--- config.mk ---
export PLATFORM = sky130hd
export DESIGN_NAME = align_ssi_ctrl
export DESIGN_NICKNAME = d
export VERILOG_FILES = /design/src/rtl/align_ssi_pkg.sv /design/src/rtl/align_entry_det.sv /design/src/rtl/ssi_word_sel.sv /design/src/rtl/ssi_shifter.sv /design/src/rtl/align_ssi_ctrl.sv
export SDC_FILE = /design/constraint.sdc
export NUM_CORES = 1
export LEC_CHECK = 0
export ABC_AREA = 1
export CORE_ASPECT_RATIO = 0.8
export CORE_UTILIZATION = 45
export CTS_BUF_LIST = sky130_fd_sc_hd__clkbuf_4 sky130_fd_sc_hd__clkbuf_8
export CTS_CLUSTER_DIAMETER = 100
export DETAILED_ROUTE_END_ITERATION = 8
export GPL_TIMING_DRIVEN = 0
export PLACE_DENSITY = 0.8
export SYNTH_ARGS = -nofsm -noshare
export SYNTH_HDL_FRONTEND = slang
export SYNTH_SLANG_ARGS = --single-unit
--- constraint.sdc ---
create_clock -name clk -period 2.8 [get_ports clk]
set_clock_uncertainty 0.2 [all_clocks]
set_input_delay 0.56 -clock clk [delete_from_list [all_inputs] [get_ports clk]]
set_output_delay 0.56 -clock clk [all_outputs]
set_load 0.01 [all_outputs]
--- src/rtl/align_ssi_pkg.sv ---
package align_ssi_pkg;
  typedef enum logic {
    MODE_ANGLE = 1'b0,
    MODE_ALIGN = 1'b1
  } mode_e;
endpackage

--- src/rtl/align_entry_det.sv ---
module align_entry_det
  import align_ssi_pkg::*;
#(
  parameter int SETUP_CYC = 8,
  parameter int HOLD_CYC  = 8
) (
  input  logic  clk,
  input  logic  rst_n,
  input  logic  sel_fall,
  input  logic  prog,
  output mode_e mode,
  output logic  enter_evt
);
  localparam int SW = $clog2(SETUP_CYC + 1);
  localparam int HW = $clog2(HOLD_CYC + 1);

  logic [SW-1:0] setup_cnt;
  logic [HW-1:0] hold_cnt;
  logic          armed;
  logic          setup_met;

  // setup is met when prog was high in SETUP_CYC samples before this edge
  assign setup_met = int'(setup_cnt) >= SETUP_CYC;
  assign enter_evt = armed && prog && (int'(hold_cnt) + 1 >= HOLD_CYC);

  always_ff @(posedge clk) begin
    if (!rst_n) begin
      setup_cnt <= '0;
      hold_cnt  <= '0;
      armed     <= 1'b0;
      mode      <= MODE_ANGLE;
    end else begin
      if (!prog) setup_cnt <= '0;
      else if (!setup_met) setup_cnt <= setup_cnt + 1'b1;

      if (enter_evt) begin
        mode  <= MODE_ALIGN;
        armed <= 1'b0;
      end else if (armed) begin
        if (!prog) armed <= 1'b0;
        else hold_cnt <= hold_cnt + 1'b1;
      end else if (sel_fall && prog && setup_met) begin
        armed    <= 1'b1;
        hold_cnt <= '0;
      end
    end
  end
endmodule

--- src/rtl/ssi_word_sel.sv ---
module ssi_word_sel
  import align_ssi_pkg::*;
#(
  parameter int DATA_W = 10,
  parameter int THRESH = 32
) (
  input  mode_e             mode,
  input  logic [DATA_W-1:0] angle,
  input  logic [DATA_W-1:0] ampl,
  input  logic              mag_inc,
  input  logic              mag_dec,
  output logic [DATA_W+1:0] word,
  output logic              flag_inc_n,
  output logic              flag_dec_n
);
  function automatic logic below_thr(input logic [DATA_W-1:0] a);
    return int'(a) < THRESH;
  endfunction

  function automatic logic [DATA_W+1:0] build_word(
      input mode_e m, input logic [DATA_W-1:0] ang, input logic [DATA_W-1:0] amp,
      input logic inc, input logic dec);
    logic ok;
    ok = below_thr(amp);
    if (m == MODE_ALIGN) return {amp, ok, ok};
    return {ang, inc, dec};
  endfunction

  assign word       = build_word(mode, angle, ampl, mag_inc, mag_dec);
  assign flag_inc_n = ~word[1];
  assign flag_dec_n = ~word[0];
endmodule

--- src/rtl/ssi_shifter.sv ---
module ssi_shifter #(
  parameter int FRAME_W = 12
) (
  input  logic               clk,
  input  logic               rst_n,
  input  logic               sel_n,
  input  logic               sclk,
  input  logic [FRAME_W-1:0] load_word,
  output logic               sdo,
  output logic               sdo_oe,
  output logic               sel_fall,
  output logic               sclk_rise
);
  logic               sel_q;
  logic               sclk_q;
  logic [FRAME_W-1:0] shreg;

  assign sel_fall  = sel_q & ~sel_n;
  assign sclk_rise = sclk & ~sclk_q & ~sel_q & ~sel_n;
  assign sdo_oe    = ~sel_q;
  assign sdo       = ~sel_q & shreg[FRAME_W-1];

  always_ff @(posedge clk) begin
    if (!rst_n) begin
      sel_q  <= 1'b1;
      sclk_q <= 1'b0;
      shreg  <= '0;
    end else begin
      sel_q  <= sel_n;
      sclk_q <= sclk;
      if (sel_fall) shreg <= load_word;
      else if (sclk_rise) shreg <= {shreg[FRAME_W-2:0], 1'b0};
    end
  end
endmodule

--- src/rtl/align_ssi_ctrl.sv ---
module align_ssi_ctrl
  import align_ssi_pkg::*;
#(
  parameter int DATA_W    = 10,
  parameter int THRESH    = 32,
  parameter int SETUP_CYC = 8,
  parameter int HOLD_CYC  = 8
) (
  input  logic              clk,
  input  logic              rst_n,
  input  logic              sel_n,
  input  logic              prog_pin,
  input  logic              sclk,
  input  logic [DATA_W-1:0] angle,
  input  logic [DATA_W-1:0] ampl,
  input  logic              mag_inc,
  input  logic              mag_dec,
  output logic              sdo,
  output logic              sdo_oe,
  output logic              flag_inc_n,
  output logic              flag_dec_n
);
  localparam int FRAME_W = DATA_W + 2;

  mode_e              mode;
  logic               align_q;
  logic               enter_evt;
  logic               sel_fall;
  logic               sclk_rise;
  logic [FRAME_W-1:0] word;

  assign align_q = (mode == MODE_ALIGN);

  align_entry_det #(.SETUP_CYC(SETUP_CYC), .HOLD_CYC(HOLD_CYC)) u_det (
    .clk(clk), .rst_n(rst_n), .sel_fall(sel_fall), .prog(prog_pin),
    .mode(mode), .enter_evt(enter_evt)
  );

  ssi_word_sel #(.DATA_W(DATA_W), .THRESH(THRESH)) u_sel (
    .mode(mode), .angle(angle), .ampl(ampl), .mag_inc(mag_inc), .mag_dec(mag_dec),
    .word(word), .flag_inc_n(flag_inc_n), .flag_dec_n(flag_dec_n)
  );

  ssi_shifter #(.FRAME_W(FRAME_W)) u_shf (
    .clk(clk), .rst_n(rst_n), .sel_n(sel_n), .sclk(sclk), .load_word(word),
    .sdo(sdo), .sdo_oe(sdo_oe), .sel_fall(sel_fall), .sclk_rise(sclk_rise)
  );
endmodule

==> impl_metrics.ini, run 1 <==
[run_status]
status = complete, no violations

[clocking]
cts-root-buf = clkbuf_4
cts_resized = 0
clk_pin_slew_ns = 0.14
numCtsBuffers = 3
clkLatencyLatePin_ns = 0.32
post_cts.repair.setup_buffers = 0
cts_hold_buf = 0
cts_tree = built
cts_buffer_depth = 2
clock_sinks = 24
ctsHtreeMaxLevel = 1

[setup_path]
critical-path-max-stage-delay_ns = 0.56
startpoint = ampl[8]
crit_end = flag_inc_n
path_buf_inv = 3
worst-path-max-fanout = 2
cp_data_required_time_ns = 2.04
reg2reg_depth = 6
arrival_ns = 1.93
cp_num_cells = 6
critPathKind = primary input to output port
r2r-end = u_det.hold_cnt[2]
crit_path_frequent_cell = clkdlybuf4s50_1
reg2reg_slack_ns = 1.25
start_kind = primary input
cp-end-kind = output port
cp_top_family = buffers and inverters
slowest_stage = clkdlybuf4s50_1
worstPathCellList = clkdlybuf4s50_1, nor2_1, nand3_1, nand2_1, inv_1, clkdlybuf4s50_1
r2r-start = u_det.hold_cnt[0]

[routing]
wl_um = 2927
drt_pass1_iterations = 4
antenna_left = 0
wl_per_cell_um = 12.05
dr.first_iter.drc_count = 26
via_count = 1241
via_per_inst = 5.107
drc = 0

[die]
ios = 31
core-area_mm2 = 0.002542
rows = 16
die_h_um = 49.07
start_util = 0.4902
dieArea_mm2 = 0.002985
die_x_um = 60.84

[timing]
layout_setup_ws_ns = 0.1107
slew_viol_final = 0
slew-limit-headroom = 0.8588
period_share = 0.9604
fmax_mhz = 371.9
setup_violations = 0
hold_viol_final = 0
min_period_ns = 2.689
rsz0062_at_grt = false
fin_setup_tns_ns = 0
worstMarginPinSlew_ns = 0.2115

[cells_and_area]
drive_above_1_share = 0.1353
synthToLayoutAreaGrowth_pct = 31.12
final_nets = 239
antenna_cells = 0

[global_routing]
antenna_found_initial = 0
gr-total-overflow = 0
grt_pass1_vias = 1180
grt_start_max_net_pins = 15
grt_usage = 0.2154
grt_pass1_wl_um = 4836

[synth]
synth_xor_area_frac = 0
yosysSeqAreaShare = 0.3855
ys_types = 25
netlist_area_mm2 = 0.001246
synth-simple-area-share = 0.2540
syn_inst = 174
syn_nets = 205
yosys_warnings = 0
syn_avg_cell_area_um2 = 7.162
synth_top_family_by_area = simple AND/OR/NAND/NOR gates
synth_compound_area_frac = 0.2319
muxShareOfSynthArea = 0
synth-seq-cells = 24
synth-adder-area-share = 0.04016

[power_and_ir_drop]
powerDensity_mw_per_mm2 = 457.4
cellLeakagePower_uw = 0.0007015
vdd_drop_max_mv = 0.2968

[place]
dp_hpwl_um = 2242
port_buffers = 29
gp_congestion = 0.8159
place_ws_ns = 0.1466

[run]
max_cap_violations = 0

[min_path]
hold_path.class = flop to flop
metrics by stage:
step / utilization / instance area (µm²) / cells / power, µW / hold WS, ns
4_1_cts: 0.6427 / 1634 / 243 / 749.9 / 0.2921
6_report: 0.6427 / 1634 / 243 / 747.5 / 0.2944
5_1_grt: 0.6427 / 1634 / 243 / 784.1 / 0.3361
2_1_floorplan: - / 1246 / 174 / 439.1 / 0.2435
3_5_place_dp: 0.6220 / 1582 / 239 / 497.8 / 0.2696
3_3_place_gp: 0.6220 / 1582 / 239 / 493.3 / 0.2624
flip-flops by register name, indices dropped and copies added (netlist names):
| register | flops |
|---|---|
| u_shf.shreg | 12 |
| u_det.hold_cnt | 4 |
| u_det.setup_cnt | 4 |
| u_det.armed | 1 |
| u_det.mode | 1 |
| u_shf.sclk_q | 1 |
| u_shf.sel_q | 1 |
area by class of cell:
class                           count  area [µm²]
Sequential cell                    24       480.5
Clock buffer                        3       22.52
Timing Repair Buffer               29       290.3
Buffer                              8       46.29
Tap cell                           36       45.04
Clock inverter                      1       30.03
Fill cell                         257       908.4
Multi-Input combinational cell    125       655.6
Inverter                           17       63.81
worst min path at each step:
stage | slack (ns) | end | start | cells after the start
floorplan | 0.24 | u_det.hold_cnt[3] | u_det.hold_cnt[3] | 2
global placement | 0.26 | u_det.hold_cnt[3] | u_det.hold_cnt[3] | 2
detailed placement | 0.27 | u_det.hold_cnt[3] | u_det.hold_cnt[3] | 2
CTS | 0.29 | u_det.hold_cnt[3] | u_det.hold_cnt[3] | 2
global route | 0.34 | u_det.armed | rst_n | 3
finish | 0.29 | u_det.hold_cnt[3] | u_det.hold_cnt[3] | 2
worst min-delay path: stages, from the launching register on:
cell	delay, ns
dfxtp_1	0.37
nand2_1	0.08
nor2_1	0.03
layer usage:
layer	part of all wire	track usage	wire, µm
met4	0.0038	0.03409	11
met5	0	0	0
met2	0.51	0.4084	1507
met3	0.052	0.05040	151
met1	0.43	0.2405	1256
cells in the mapped netlist, drive strengths merged:
library cell / number / area [µm²]
nand2: 41 / 176.4
a21oi: 36 / 183.9
dfxtp: 24 / 480.5
inv: 17 / 63.81
o21ai: 14 / 73.82
nor2: 13 / 51.30
nand3: 10 / 65.06
buf: 8 / 46.29
ha: 4 / 50.05
a211oi: 2 / 20.02
a21boi: 1 / 11.26
and3: 1 / 6.260
nand4: 1 / 6.260
nor3: 1 / 5.000
or2: 1 / 6.260
power by group:
| part | internal (µW) | switching [µW] | total (µW) | leakage, µW |
|---|---|---|---|---|
| Clock | 145 | 111 | 255 | 0.0000279 |
| Combinational | 64.1 | 56.5 | 121 | 0.000477 |
| Sequential | 361 | 10.9 | 371 | 0.000197 |
| Total | 569 | 178 | 747 | 0.000702 |
layout by cell type, fill, tap and decap left out, types with 2 or more instances in the layout:
cell	instances
inv_2	3
nand2_4	2
a21oi_1	35
buf_2	7
nand3_1	7
clkbuf_4	3
nand2_2	3
nor2_1	12
nand3_2	3
inv_1	14
o21ai_1	12
dfxtp_1	24
clkdlybuf4s50_1	29
nand2_1	36
ha_1	4
logic make-up (layout without fill, tap and decap cells):
kind of cell             count (synthesis)  count (layout)
AND/OR/NAND/NOR                         68              68
flip-flops                              24              24
buffers and inverters                   25              58
adder cells (fa/ha/maj)                  4               4
AO/OA/AOI/OAI                           53              53
Note: power is estimated with default switching activity, not from simulation.
==> run 2, diff against run 1 <==
--- a/config.mk
+++ b/config.mk
@@ -16,3 +16,4 @@
 export SYNTH_ARGS = -nofsm -noshare
 export SYNTH_HDL_FRONTEND = slang
 export SYNTH_SLANG_ARGS = --single-unit
+export TNS_END_PERCENT = 1
==> results of run 2 <==
No change in the layout: final DEF, timing and power equal those of run 1.
==> run 3, diff against run 2 <==
--- a/config.mk
+++ b/config.mk
@@ -7,12 +7,12 @@
 export LEC_CHECK = 0
 export ABC_AREA = 1
 export CORE_ASPECT_RATIO = 0.8
-export CORE_UTILIZATION = 45
-export CTS_BUF_LIST = sky130_fd_sc_hd__clkbuf_4 sky130_fd_sc_hd__clkbuf_8
+export CORE_UTILIZATION = 43
+export CTS_BUF_LIST = sky130_fd_sc_hd__clkbuf_4 sky130_fd_sc_hd__clkbuf_8 sky130_fd_sc_hd__clkbuf_16
 export CTS_CLUSTER_DIAMETER = 100
 export DETAILED_ROUTE_END_ITERATION = 8
 export GPL_TIMING_DRIVEN = 0
-export PLACE_DENSITY = 0.8
+export PLACE_DENSITY = 0.77
 export SYNTH_ARGS = -nofsm -noshare
 export SYNTH_HDL_FRONTEND = slang
 export SYNTH_SLANG_ARGS = --single-unit
==> constraint.sdc (replaced) <==
create_clock -name clk -period 3.1 [get_ports clk]
set_clock_uncertainty 0.2 [all_clocks]
set_input_delay 0.62 -clock clk [delete_from_list [all_inputs] [get_ports clk]]
set_output_delay 0.62 -clock clk [all_outputs]
set_load 0.01 [all_outputs]
==> impl_metrics.ini, run 3 (same netlist as run 1, synthesis figures left out) <==
[run_status]
status = complete, no violations

[die]
start_util = 0.4507
core-area_mm2 = 0.002765
rows = 17
die_x_um = 62.19
dieArea_mm2 = 0.003119
die_h_um = 50.15
ios = 31

[timing]
hold_viol_final = 0
period_share = 0.8984
fmax_mhz = 359.1
slew-limit-headroom = 0.8428
slew_viol_final = 0
fin_setup_tns_ns = 0
setup_violations = 0
worstMarginPinSlew_ns = 0.2355
layout_setup_ws_ns = 0.3149
rsz0062_at_grt = false
min_period_ns = 2.785

[cells_and_area]
stdcell_count = 244
synthToLayoutAreaGrowth_pct = 28.92
final_cell_mix = nand2_1 (36), a21oi_1 (35), clkdlybuf4s50_1 (29)
reg.largest.list = u_shf.shreg (12), u_det.hold_cnt (4), u_det.setup_cnt (4)
fillers = 267
drive_above_1_share = 0.1311
final_nets = 239
top_register = u_shf.shreg
antenna_cells = 0
mostFrequentLayoutCell = nand2_1
largest_reg_flops = 12

[global_routing]
grt_pass1_wl_um = 5209
grt_pass1_vias = 1266
gr-total-overflow = 0
antenna_found_initial = 0
grt_usage = 0.2091
grt_start_max_net_pins = 13

[setup_path]
r2r-start = u_det.hold_cnt[0]
crit_end = flag_inc_n
worst-path-max-fanout = 2
start_kind = primary input
reg2reg_slack_ns = 1.52
arrival_ns = 1.97
critPathKind = primary input to output port
reg2reg_depth = 6
startpoint = ampl[9]
cp-end-kind = output port
cp_data_required_time_ns = 2.28
r2r-end = u_det.hold_cnt[2]

[clocking]
cts_hold_buf = 0
clkLatencyLatePin_ns = 0.31
numCtsBuffers = 3
post_cts.repair.setup_buffers = 0
cts-root-buf = clkbuf_4
cts_buffer_depth = 2
clock_sinks = 24
clk_pin_slew_ns = 0.13
cts_resized = 0
cts_tree = built
ctsHtreeMaxLevel = 1

[routing]
drt_pass1_iterations = 4
via_count = 1228
dr.first_iter.drc_count = 44
drc = 0
wl_um = 2893
antenna_left = 0
via_per_inst = 5.033
wl_per_cell_um = 11.86

[run]
max_cap_violations = 0

[min_path]
hold_path.class = flop to flop

[place]
port_buffers = 29
dp_hpwl_um = 2237
placed_cells = 241
gp_congestion = 0.7991
place_ws_ns = 0.3216

[power_and_ir_drop]
powerDensity_mw_per_mm2 = 362.7
cellLeakagePower_uw = 0.0006874
vdd_drop_max_mv = 0.2624
## run 3: changes by cell type in the layout (fill, tap and decap cells not counted), sizes merged
| cell | previous run | this run |
|---|---|---|
| bufinv | 1 | 0 |
## run 3: cell type report
class | instances | area (µm²) | share of cell area
Timing Repair Buffer | 29 | 290.3 | 0.1807
Tap cell | 38 | 47.55 | 0.02960
Clock buffer | 3 | 22.52 | 0.01402
Buffer | 8 | 46.29 | 0.02882
Inverter | 17 | 63.81 | 0.03972
Multi-Input combinational cell | 125 | 655.6 | 0.4081
Sequential cell | 24 | 480.5 | 0.2991
## run 3: stage by stage
| step | cell area, µm² | utilization | hold slack, ns | total power [µW] |
|---|---|---|---|---|
| 2_1_floorplan | 1246 | - | 0.2435 | 396.6 |
| 3_3_place_gp | 1584 | 0.5729 | 0.2590 | 445.5 |
| 3_5_place_dp | 1584 | 0.5729 | 0.2604 | 449.0 |
| 4_1_cts | 1607 | 0.5810 | 0.2814 | 588.8 |
| 5_1_grt | 1607 | 0.5810 | 0.3122 | 616.0 |
| 6_report | 1607 | 0.5810 | 0.2855 | 582.7 |
## run 3: worst min path at each step
stage	from	to	slack (ns)	cells past startpoint
finish	u_det.hold_cnt[3]	u_det.hold_cnt[3]	0.29	2
global route	u_det.hold_cnt[3]	u_det.hold_cnt[3]	0.31	2
CTS	u_det.hold_cnt[3]	u_det.hold_cnt[3]	0.28	2
detailed placement	u_det.hold_cnt[3]	u_det.hold_cnt[3]	0.26	2
global placement	u_det.hold_cnt[3]	u_det.hold_cnt[3]	0.26	2
floorplan	u_det.hold_cnt[3]	u_det.hold_cnt[3]	0.24	2
## run 3: where the power goes
part	switching, µW	leakage, µW	total, µW	internal [µW]
clock	94.4	0.0000138	140	45.5
combinational	49.3	0.000477	107	57.7
sequential	10.1	0.000197	336	326
## run 3: layer usage
layer  wire length (µm)  up-vias  GRT usage
li1                   -      639          -
met1               1376      567     0.2451
met2               1415       20     0.3864
met3                 93        2    0.04773
met4                  8        0    0.05426
met5                  0        -          0
## run 3: worst max-delay path, stage by stage
cell and delay, ns:
clkdlybuf4s50_1 0.40, nor2_1 0.17, nand3_1 0.14, nand2_1 0.12, inv_1 0.05, clkdlybuf4s50_1 0.47
